[src/rtl/pfg_pkg.sv]
package pfg_pkg;

    typedef enum logic [2:0] {
        PS_BATT    = 3'd0,
        PS_WINDOW  = 3'd1,
        PS_RECOVER = 3'd2,
        PS_RUN     = 3'd3,
        PS_LAG     = 3'd4
    } pfg_state_e;

    function automatic int unsigned pfg_at_least_one(input int unsigned v);
        return (v < 1) ? 1 : v;
    endfunction

endpackage

[src/rtl/pfg_supply_fsm.sv]
module pfg_supply_fsm
    import pfg_pkg::*;
#(
    parameter int unsigned REC_CYC = 2000,
    parameter int unsigned LAG_CYC = 50
) (
    input  logic       clk,
    input  logic       rst_n,
    input  logic       sup_hi,
    input  logic       sup_sw,
    output pfg_state_e state,
    output logic       access_en,
    output logic       sample_batt
);

    localparam int unsigned MAXC = (REC_CYC > LAG_CYC) ? REC_CYC : LAG_CYC;
    localparam int unsigned CW   = $clog2(MAXC + 1);
    localparam logic [CW-1:0] REC_LAST = CW'(REC_CYC - 1);
    localparam logic [CW-1:0] LAG_LAST = CW'(LAG_CYC - 1);

    pfg_state_e    nxt;
    logic [CW-1:0] cnt, cnt_nxt;

    always_comb begin
        nxt     = state;
        cnt_nxt = cnt;
        unique case (state)
            PS_BATT: begin
                if (sup_sw) nxt = PS_WINDOW;
            end
            PS_WINDOW: begin
                if (!sup_sw) begin
                    nxt = PS_BATT;
                end else if (sup_hi) begin
                    nxt     = PS_RECOVER;
                    cnt_nxt = '0;
                end
            end
            PS_RECOVER: begin
                if (!sup_sw) begin
                    nxt = PS_BATT;
                end else if (!sup_hi) begin
                    nxt = PS_WINDOW;
                end else if (cnt == REC_LAST) begin
                    nxt = PS_RUN;
                end else begin
                    cnt_nxt = cnt + 1'b1;
                end
            end
            PS_RUN: begin
                if (!sup_hi && !sup_sw) begin
                    nxt     = PS_LAG;
                    cnt_nxt = '0;
                end else if (!sup_hi) begin
                    nxt = PS_WINDOW;
                end
            end
            PS_LAG: begin
                if (sup_sw) begin
                    nxt = PS_WINDOW;
                end else if (cnt == LAG_LAST) begin
                    nxt = PS_BATT;
                end else begin
                    cnt_nxt = cnt + 1'b1;
                end
            end
            default: nxt = PS_BATT;
        endcase
    end

    always_ff @(posedge clk or negedge rst_n) begin
        if (!rst_n) begin
            state <= PS_BATT;
            cnt   <= '0;
        end else begin
            state <= nxt;
            cnt   <= cnt_nxt;
        end
    end

    always_comb begin
        access_en   = 1'b0;
        sample_batt = 1'b0;
        unique case (state)
            PS_BATT:    sample_batt = sup_sw;
            PS_WINDOW:  access_en   = 1'b0;
            PS_RECOVER: access_en   = 1'b0;
            PS_RUN:     access_en   = sup_hi || !sup_sw;
            PS_LAG:     access_en   = !sup_sw;
            default:    access_en   = 1'b0;
        endcase
    end

endmodule

[src/rtl/pfg_batt_flag.sv]
module pfg_batt_flag (
    input  logic clk,
    input  logic rst_n,
    input  logic sample_batt,
    input  logic batt_good,
    input  logic write_req,
    output logic flag
);

    logic swallowing;

    always_ff @(posedge clk or negedge rst_n) begin
        if (!rst_n) begin
            flag       <= 1'b0;
            swallowing <= 1'b0;
        end else if (sample_batt) begin
            flag       <= !batt_good;
            swallowing <= 1'b0;
        end else if (flag) begin
            if (write_req) begin
                swallowing <= 1'b1;
            end else if (swallowing) begin
                flag       <= 1'b0;
                swallowing <= 1'b0;
            end
        end
    end

endmodule

[src/rtl/pfg_bus_gate.sv]
module pfg_bus_gate (
    input  logic access_en,
    input  logic block_wr,
    input  logic host_ce_n,
    input  logic host_oe_n,
    input  logic host_we_n,
    output logic write_req,
    output logic ram_ce_n,
    output logic ram_oe_n,
    output logic ram_we_n,
    output logic dq_drive
);

    logic sel;

    always_comb begin
        sel       = access_en && !host_ce_n;
        write_req = sel && !host_we_n;
        ram_ce_n  = !sel;
        ram_oe_n  = !(sel && !host_oe_n);
        ram_we_n  = !(write_req && !block_wr);
        dq_drive  = sel && !host_oe_n && host_we_n;
    end

endmodule

[src/rtl/pfg_gate.sv]
module pfg_gate
    import pfg_pkg::*;
#(
    parameter int unsigned CLK_KHZ = 1000,
    parameter int unsigned REC_US  = 2000,
    parameter int unsigned LAG_US  = 50
) (
    input  logic clk,
    input  logic rst_n,
    input  logic sup_hi,
    input  logic sup_sw,
    input  logic batt_good,
    input  logic host_ce_n,
    input  logic host_oe_n,
    input  logic host_we_n,
    output logic ram_ce_n,
    output logic ram_oe_n,
    output logic ram_we_n,
    output logic dq_drive,
    output logic batt_low
);

    localparam int unsigned REC_CYC = pfg_at_least_one(CLK_KHZ * REC_US / 1000);
    localparam int unsigned LAG_CYC = pfg_at_least_one(CLK_KHZ * LAG_US / 1000);

    pfg_state_e pwr_state;
    logic       access_en;
    logic       sample_batt;
    logic       write_req;

    pfg_supply_fsm #(
        .REC_CYC(REC_CYC),
        .LAG_CYC(LAG_CYC)
    ) u_fsm (
        .clk        (clk),
        .rst_n      (rst_n),
        .sup_hi     (sup_hi),
        .sup_sw     (sup_sw),
        .state      (pwr_state),
        .access_en  (access_en),
        .sample_batt(sample_batt)
    );

    pfg_batt_flag u_flag (
        .clk        (clk),
        .rst_n      (rst_n),
        .sample_batt(sample_batt),
        .batt_good  (batt_good),
        .write_req  (write_req),
        .flag       (batt_low)
    );

    pfg_bus_gate u_gate (
        .access_en(access_en),
        .block_wr (batt_low),
        .host_ce_n(host_ce_n),
        .host_oe_n(host_oe_n),
        .host_we_n(host_we_n),
        .write_req(write_req),
        .ram_ce_n (ram_ce_n),
        .ram_oe_n (ram_oe_n),
        .ram_we_n (ram_we_n),
        .dq_drive (dq_drive)
    );

endmodule

[config.mk]
export PLATFORM = sky130hd
export DESIGN_NAME = pfg_gate
export DESIGN_NICKNAME = d
export VERILOG_FILES = /design/src/rtl/pfg_pkg.sv /design/src/rtl/pfg_supply_fsm.sv /design/src/rtl/pfg_batt_flag.sv /design/src/rtl/pfg_bus_gate.sv /design/src/rtl/pfg_gate.sv
export SDC_FILE = /design/constraint.sdc
export NUM_CORES = 1
export LEC_CHECK = 0
export ABC_AREA = 1
export ABC_CLOCK_PERIOD_IN_PS = 3100
export BUFFER_PORTS_ARGS = -buffer_cell sky130_fd_sc_hd__buf_2
export CAP_MARGIN = 20
export CORE_AREA = 2 2 63 65
export DETAILED_ROUTE_END_ITERATION = 8
export DIE_AREA = 0 0 65 67
export GPL_TIMING_DRIVEN = 0
export SLEW_MARGIN = 25
export SYNTH_ARGS = -nofsm -noshare
export SYNTH_HDL_FRONTEND = slang
export SYNTH_SLANG_ARGS = --single-unit
[constraint.sdc]
create_clock -name clk -period 3.1 [get_ports clk]
set_input_delay 0 -clock clk [delete_from_list [all_inputs] [get_ports clk]]
set_output_delay 0 -clock clk [all_outputs]
set_load 0.005 [all_outputs]
==> out/metrics.yaml, run 1 <==
outcome:
  status: "completed"
grt:
  grtUsageTotal_pct: 14.2
  grt_pass1_wl_um: 4840
  grt_max_degree: 17
  grt_pass1_vias: 1180
  antenna_found_initial: 0
  grt_overflow: 0
synth:
  ys_seq_area_share_pct: 32.3
  syn-cell-area_mm2: 0.00124
  synth_compound_area_share_pct: 8.06
  postSynthCellCount: 196
  synth_area_leaders: "dfrtp_1, nand2_1, nor2_1, nand3_1, inv_1"
  ys_seq_elements: 16
  synth_top_family_by_area: "simple AND/OR/NAND/NOR gates"
  syn-num-nets: 206
  synth_cell_types: 26
  synthXorXnorAreaFrac_pct: 2.12
  synth_area_leader_cell: "dfrtp_1"
  synthAdderAreaFrac_pct: 2.02
  synth_top_area_share_pct: 32.3
  synth-simple-area-share_pct: 47.4
  synth_area_per_cell_um2: 6.33
  yosysWarnings: 0
  synth.area.mux_share_pct: 0
worst_hold_path:
  hp-class: "in2reg"
routing:
  ant_nets: 0
  drc_errors: 0
  dr.pass1.iters: 4
  num_vias: 1222
  via_per_inst: 4.70
  drt_iter0_drc: 50
  wire_per_inst_um: 10.3
  wirelength_um: 2670
floorplan:
  coreArea_mm2: 0.00361
  die_y_um: 67
  rows: 22
  die_w_um: 65
  initial_core_util_pct: 34.4
  dieArea_mm2: 0.00436
  io_pins: 13
critical_path:
  critical-path-top-delay-family: "simple AND/OR/NAND/NOR gates"
  crit_fanout: 6
  path_buf_inv: 1
  cp.required_ns: 3.10
  cp-start-kind: "register"
  arrival_ns: 1.74
  crit_slowest_cell: "dfrtp_1"
  crit_chain: "nor2_2 > nand2_1 > o21ai_1 > nand3_1 > or2_2 > buf_2"
  critical_path_class: "reg2out"
  end_kind: "output pin"
  worst_path_largest_cell_delay_ns: 0.44
timing:
  finalClockSkew_ns: 0.00635
  tightest_slew_ns: 0.366
  relSlewSlack_pct: 75.6
  fin_crit_ns: 1.74
  rsz0062_at_grt: "false"
  fmax_mhz: 576
  setup_tns_ns: 0
  slew_violations: 0
  fin_crit_sh_pct: 56.0
  setup_viol: 0
  whs_ns: 0.0808
  hold_viol_final: 0
pwr:
  power_density_mw_per_mm2: 563
  p_leak_nw: 0.689
  vdd_ir_drop_max_v: 0.000459
clocking:
  clock_latency_ns: 0.25
  cts-root-buf: "clkbuf_8"
  cts_setup_buffers: 0
  ctsResizeCount: 0
  cts_buffers: 3
  htree_levels: 1
  cts_sinks: 16
  clk_pin_slew_ns: 0.06
  cts_buffer_depth: 2
  cts_tree: "built"
final_layout:
  final_cell_mix: "nand2_1, nor2_1, nand3_1"
  layout_commonest_cell: "nand2_1"
  diodes: 0
  drive_gt1_share_pct: 16.0
  synthToLayoutAreaGrowth_pct: 14.2
  nNetsFinal: 224
  fillers: 413
placement:
  portBuffers: 11
  routabilityCongestion: 0.849
  post-dp-hpwl_um: 2070
job:
  maxCapViolations: 0
## cells by family after synthesis
group	Yosys count
AOI/OAI and AO/OA	19
adders and majority gates	2
buffers and inverters	24
and+or+nand+nor	132
DFF	16
xor gates and xnor gates	3
## registers in the layout (all words and copies together) (netlist names)
register,flops
u_flag.flag,1
u_flag.swallowing,1
u_fsm.cnt,11
u_fsm.state,3
## metrics by stage
step / setup WS [ns] / util (%) / std cells / power (mW) / cell area (um2)
final: 1.36 / 39.3 / 260 / 0.798 / 1420
after global routing: 1.17 / 39.3 / 260 / 0.873 / 1420
after CTS: 1.35 / 39.3 / 260 / 0.811 / 1420
after detailed placement: 1.39 / 37.6 / 255 / 0.647 / 1360
after global placement: 1.41 / 37.6 / 255 / 0.648 / 1360
after floorplan: 1.58 / - / 196 / 0.553 / 1240
## synthesized netlist by cell type
cell       n
nand2_1   65
nor2_1    27
nand3_1   20
inv_1     17
dfrtp_1   16
a21oi_1    8
o21ai_0    7
nor2_2     5
buf_2      3
nand2_2    3
nand4_1    3
ha_1       2
inv_2      2
nand3_2    2
o21ai_1    2
o21bai_1   2
or2_2      2
xnor2_1    2
buf_6      1
clkinv_1   1
nand2_4    1
nand3b_1   1
nor2_4     1
nor3_1     1
or2_1      1
xor2_1     1
## path summary, 6_finish.rpt
kind / from / end / slack [ns] / cells past startpoint
worst min register to register: u_flag.flag / u_flag.swallowing / 0.52 / 1
max in group asynchronous: rst_n / u_fsm.state[0] / 2.64 / 2
worst min-delay path: host_we_n / u_flag.swallowing / 0.08 / 4
worst max-delay path: u_fsm.state[0] / ram_we_n / 1.36 / 6
worst max register to register: u_fsm.cnt[0] / u_fsm.cnt[10] / 1.40 / 10
min in group asynchronous: rst_n / u_fsm.cnt[7] / 0.19 / 2
## layer usage
layer / vias up / share of wire, % / track usage, %
li1: 656 / - / -
met1: 543 / 51 / 17.4
met2: 21 / 45 / 25.1
met3: 2 / 4.0 / 3.72
met4: 0 / 0.30 / 2.66
met5: - / 0 / 0
## area by class of cell
cell class,count,area (um2),area share (%)
plain buffers,4,26.3,1.85
clock buffers,3,41.3,2.91
inverters,20,75.1,5.30
multi-input cells,156,739,52.2
flip-flops and latches,16,400,28.2
well taps,48,60.1,4.24
repair buffers,13,75.1,5.30
## report_power, final
| group | internal (mW) | switching [mW] |
|---|---|---|
| Sequential | 0.238 | 0.0353 |
| Clock | 0.0863 | 0.0728 |
| Combinational | 0.124 | 0.241 |
| Total | 0.449 | 0.349 |
## tightest hold or removal path: cells and delay by family
kind            cells  cell delay, ns
buf+inv             2            0.12
simple gates        1            0.11
compound gates      1            0.07
## repair_timing
| item | CTS | global route |
|---|---|---|
| hold buffers | 2 | 0 |
| hold endpoints to repair | 17 | 0 |
| endpoints found under the setup margin | 0 | 0 |
Power figures use the tool's default switching activity.
==> run 2, diff against run 1 <==
--- a/config.mk
+++ b/config.mk
@@ -5,13 +5,13 @@
 export SDC_FILE = /design/constraint.sdc
 export NUM_CORES = 1
 export LEC_CHECK = 0
-export ABC_AREA = 1
-export ABC_CLOCK_PERIOD_IN_PS = 3100
+export ABC_AREA = 0
+export ABC_CLOCK_PERIOD_IN_PS = 1500
 export BUFFER_PORTS_ARGS = -buffer_cell sky130_fd_sc_hd__buf_2
 export CAP_MARGIN = 20
-export CORE_AREA = 2 2 63 65
+export CORE_AREA = 2 2 57 59
 export DETAILED_ROUTE_END_ITERATION = 8
-export DIE_AREA = 0 0 65 67
+export DIE_AREA = 0 0 59 61
 export GPL_TIMING_DRIVEN = 0
 export SLEW_MARGIN = 25
 export SYNTH_ARGS = -nofsm -noshare
==> constraint.sdc (replaced) <==
create_clock -name clk -period 1.5 [get_ports clk]
set_input_delay 0 -clock clk [delete_from_list [all_inputs] [get_ports clk]]
set_output_delay 0 -clock clk [all_outputs]
set_load 0.005 [all_outputs]
==> out/metrics.yaml, run 2 <==
pwr:
  intPower_mw: 0.653
  comb_power_share_pct: 23.6
  p_seq_share_pct: 51.5
  p_leak_nw: 0.600
  power_switching_mw: 0.275
  swShare_pct: 29.6
  total_power_mw: 0.928
  power_density_mw_per_mm2: 646
  p_clk_share_pct: 24.9
  vdd_ir_drop_max_v: 0.000417
final_layout:
  drive_gt1_share_pct: 42.0
  finish.instance_area_mm2: 0.00144
  final_cell_mix: "nor2_1, buf_4, buf_2, dfrtp_1, o21ai_1"
  top_regs: "u_fsm.cnt: 11 flops, u_fsm.state: 3 flops"
  nNetsFinal: 162
  diodes: 0
  synthToLayoutAreaGrowth_pct: 43.9
  largest_reg_flops: 11
  fin_util_pct: 48.6
  top_register: "u_fsm.cnt"
synth:
  yosysWarnings: 0
  syn-cell-area_um2: 997
  synth_area_per_cell_um2: 8.38
  syn-num-nets: 129
  yosys-top-cells-count: "o21ai_0, dfrtp_1, nor2_1"
  ys_seq_area_share_pct: 40.2
  synth_cell_types: 35
  synth_flop_cell: "dfrtp_1"
  postSynthCellCount: 119
  synth-edff-count: 0
  async_flop_share_pct: 100
  synth_top_area_share_pct: 40.2
  ys_seq_elements: 16
  post-synth-top-count-cell: "o21ai_0"
  synth_area_leader_cell: "dfrtp_1"
  synth_area_leaders: "dfrtp_1, o21ai_0, nor2_1, o31ai_1, and3_1"
grt:
  grt_max_degree: 17
  antenna_found_initial: 0
  grt_pass1_wl_um: 4350
  grt_overflow: 0
  grtUsageTotal_pct: 16.1
  grt_pass1_vias: 1002
critical_path:
  regToRegStartpoint: "u_fsm.cnt[1]"
  crit_fanout: 4
  r2r_end: "u_fsm.cnt[4]"
  arrival_ns: 2.34
  end_kind: "register"
  cp.required_ns: 1.69
  rr_worst_depth: 8
  reg2reg_slack_ns: -0.65
  critical_path_class: "reg2reg"
  cp-start-kind: "register"
timing:
  hold_viol_final: 0
  setup_viol: 17
  relSlewSlack_pct: 66.5
  rsz0062_at_grt: "true"
  setup_slack_ns: -0.649
  tightest_slew_ns: 0.503
  fmax_mhz: 465
  setup_tns_ns: -7.74
  fin_crit_sh_pct: 143
  fin_crit_ns: 2.15
  slew_violations: 0
  finalClockSkew_ns: 0.0130
routing:
  met1_length_um: 1130
  ant_nets: 0
  highest_layer: "met3"
  wl_met2_um: 1370
  dr.pass1.iters: 4
  num_vias: 999
  wirelength_um: 2640
  drc_errors: 0
  wire_per_inst_um: 14.4
  drt_iter0_drc: 36
  via_per_inst: 5.46
  met3WireLength_um: 134
worst_hold_path:
  hp-start: "sup_hi"
  hold_depth: 3
  hold_end: "u_fsm.state[2]"
  hp-class: "in2reg"
clocking:
  cts_tree: "built"
  htree_levels: 1
  cts_buffer_depth: 2
  cts_buffers: 3
  clock_latency_ns: 0.29
  cts_sinks: 16
  cts-root-buf: "clkbuf_4"
  clk_pin_slew_ns: 0.10
placement:
  postPlaceCellArea_mm2: 0.00111
  portBuffers: 11
  post-dp-hpwl_um: 1550
  routabilityCongestion: 0.836
floorplan:
  dieArea_mm2: 0.00360
  io_pins: 13
  rows: 20
  die_w_um: 59
  initial_core_util_pct: 33.8
  coreArea_mm2: 0.00295
  die_y_um: 61
outcome:
  status: "complete, but fails checks"
  failed_checks: "setup timing"
job:
  maxCapViolations: 0
## run 2: cell count changes in the layout (fill, tap and decap cells not counted), moves of 6 or more
cell     delta
inv_1      -12
buf_4      +13
dfrtp_2     +6
a21oi_1     -6
nand2_1    -59
nor2_1     -14
o21ai_1     +6
nand3_1    -15
dfrtp_1     -6
## run 2: final cells by class
| type | count | area, um2 |
|---|---|---|
| Timing Repair Buffer | 29 | 213 |
| Sequential cell | 16 | 408 |
| Multi-Input combinational cell | 93 | 699 |
| Tap cell | 33 | 41.3 |
| Clock buffer | 3 | 22.5 |
| Inverter | 5 | 18.8 |
| Buffer | 4 | 32.5 |
| Fill cell | 285 | 1520 |
## run 2: logic make-up (layout without fill, tap and decap cells)
family | Yosys count | in the layout | synth area share [%]
AOI/OAI and AO/OA | 39 | 39 | 24.2
buffers and inverters | 10 | 41 | 4.89
adders and majority gates | 2 | 2 | 2.51
and+or+nand+nor | 50 | 50 | 26.2
muxes | 2 | 2 | 2.01
DFF | 16 | 16 | 40.2
## run 2: power by group through the flow
stage	combinational, mW	clock (mW)	sequential, mW
final	0.219	0.231	0.478
after global routing	0.248	0.261	0.482
after CTS	0.202	0.240	0.475
after detailed placement	0.142	0	0.490
after global placement	0.139	0	0.490
after floorplan	0.0915	0	0.486
## run 2: stage by stage
| stage | std cells | setup slack (ns) | hold slack, ns |
|---|---|---|---|
| 4_1_cts | 181 | -0.582 | 0.0213 |
| 3_3_place_gp | 163 | -0.688 | -0.0621 |
| 2_1_floorplan | 119 | -0.471 | -0.296 |
| 6_report | 183 | -0.649 | 0.0332 |
| 5_1_grt | 183 | -0.750 | 0.0442 |
| 3_5_place_dp | 163 | -0.657 | -0.0601 |
## run 2: repair_timing
item,CTS,global route
endpoints found under the hold margin,17,0
endpoints found under the setup margin,18,19
hold buffers,2,0
resized for setup,20,34
gates cloned,0,1
buffers inserted,13,2
pin swaps,3,6
## run 2: worst max-delay path by stage
stage                              start      endpoint  slack, ns  cells past startpoint
final                       u_fsm.cnt[1]  u_fsm.cnt[4]      -0.65                      8
after CTS                   u_fsm.cnt[1]  u_fsm.cnt[4]      -0.58                      9
after detailed placement  u_fsm.state[1]  u_fsm.cnt[4]      -0.66                      7
after global placement    u_fsm.state[1]  u_fsm.cnt[4]      -0.69                      7
after floorplan             u_fsm.cnt[0]  u_fsm.cnt[6]      -0.47                      8
after global routing        u_fsm.cnt[1]  u_fsm.cnt[4]      -0.75                      8
## run 2: critical path, stage by stage (launching register included)
cell      delay [ns]
dfrtp_1         0.43
ha_4            0.18
and3_4          0.18
a311oi_2        0.31
nor3_1          0.08
o31a_1          0.29
or2_4           0.26
buf_6           0.14
o31ai_4         0.18
## run 2: layer usage
metal	up-vias	GRT usage (%)
met5	-	0
met4	0	6.49
met3	0	4.48
met2	25	28.1
met1	481	18.7
li1	493	-
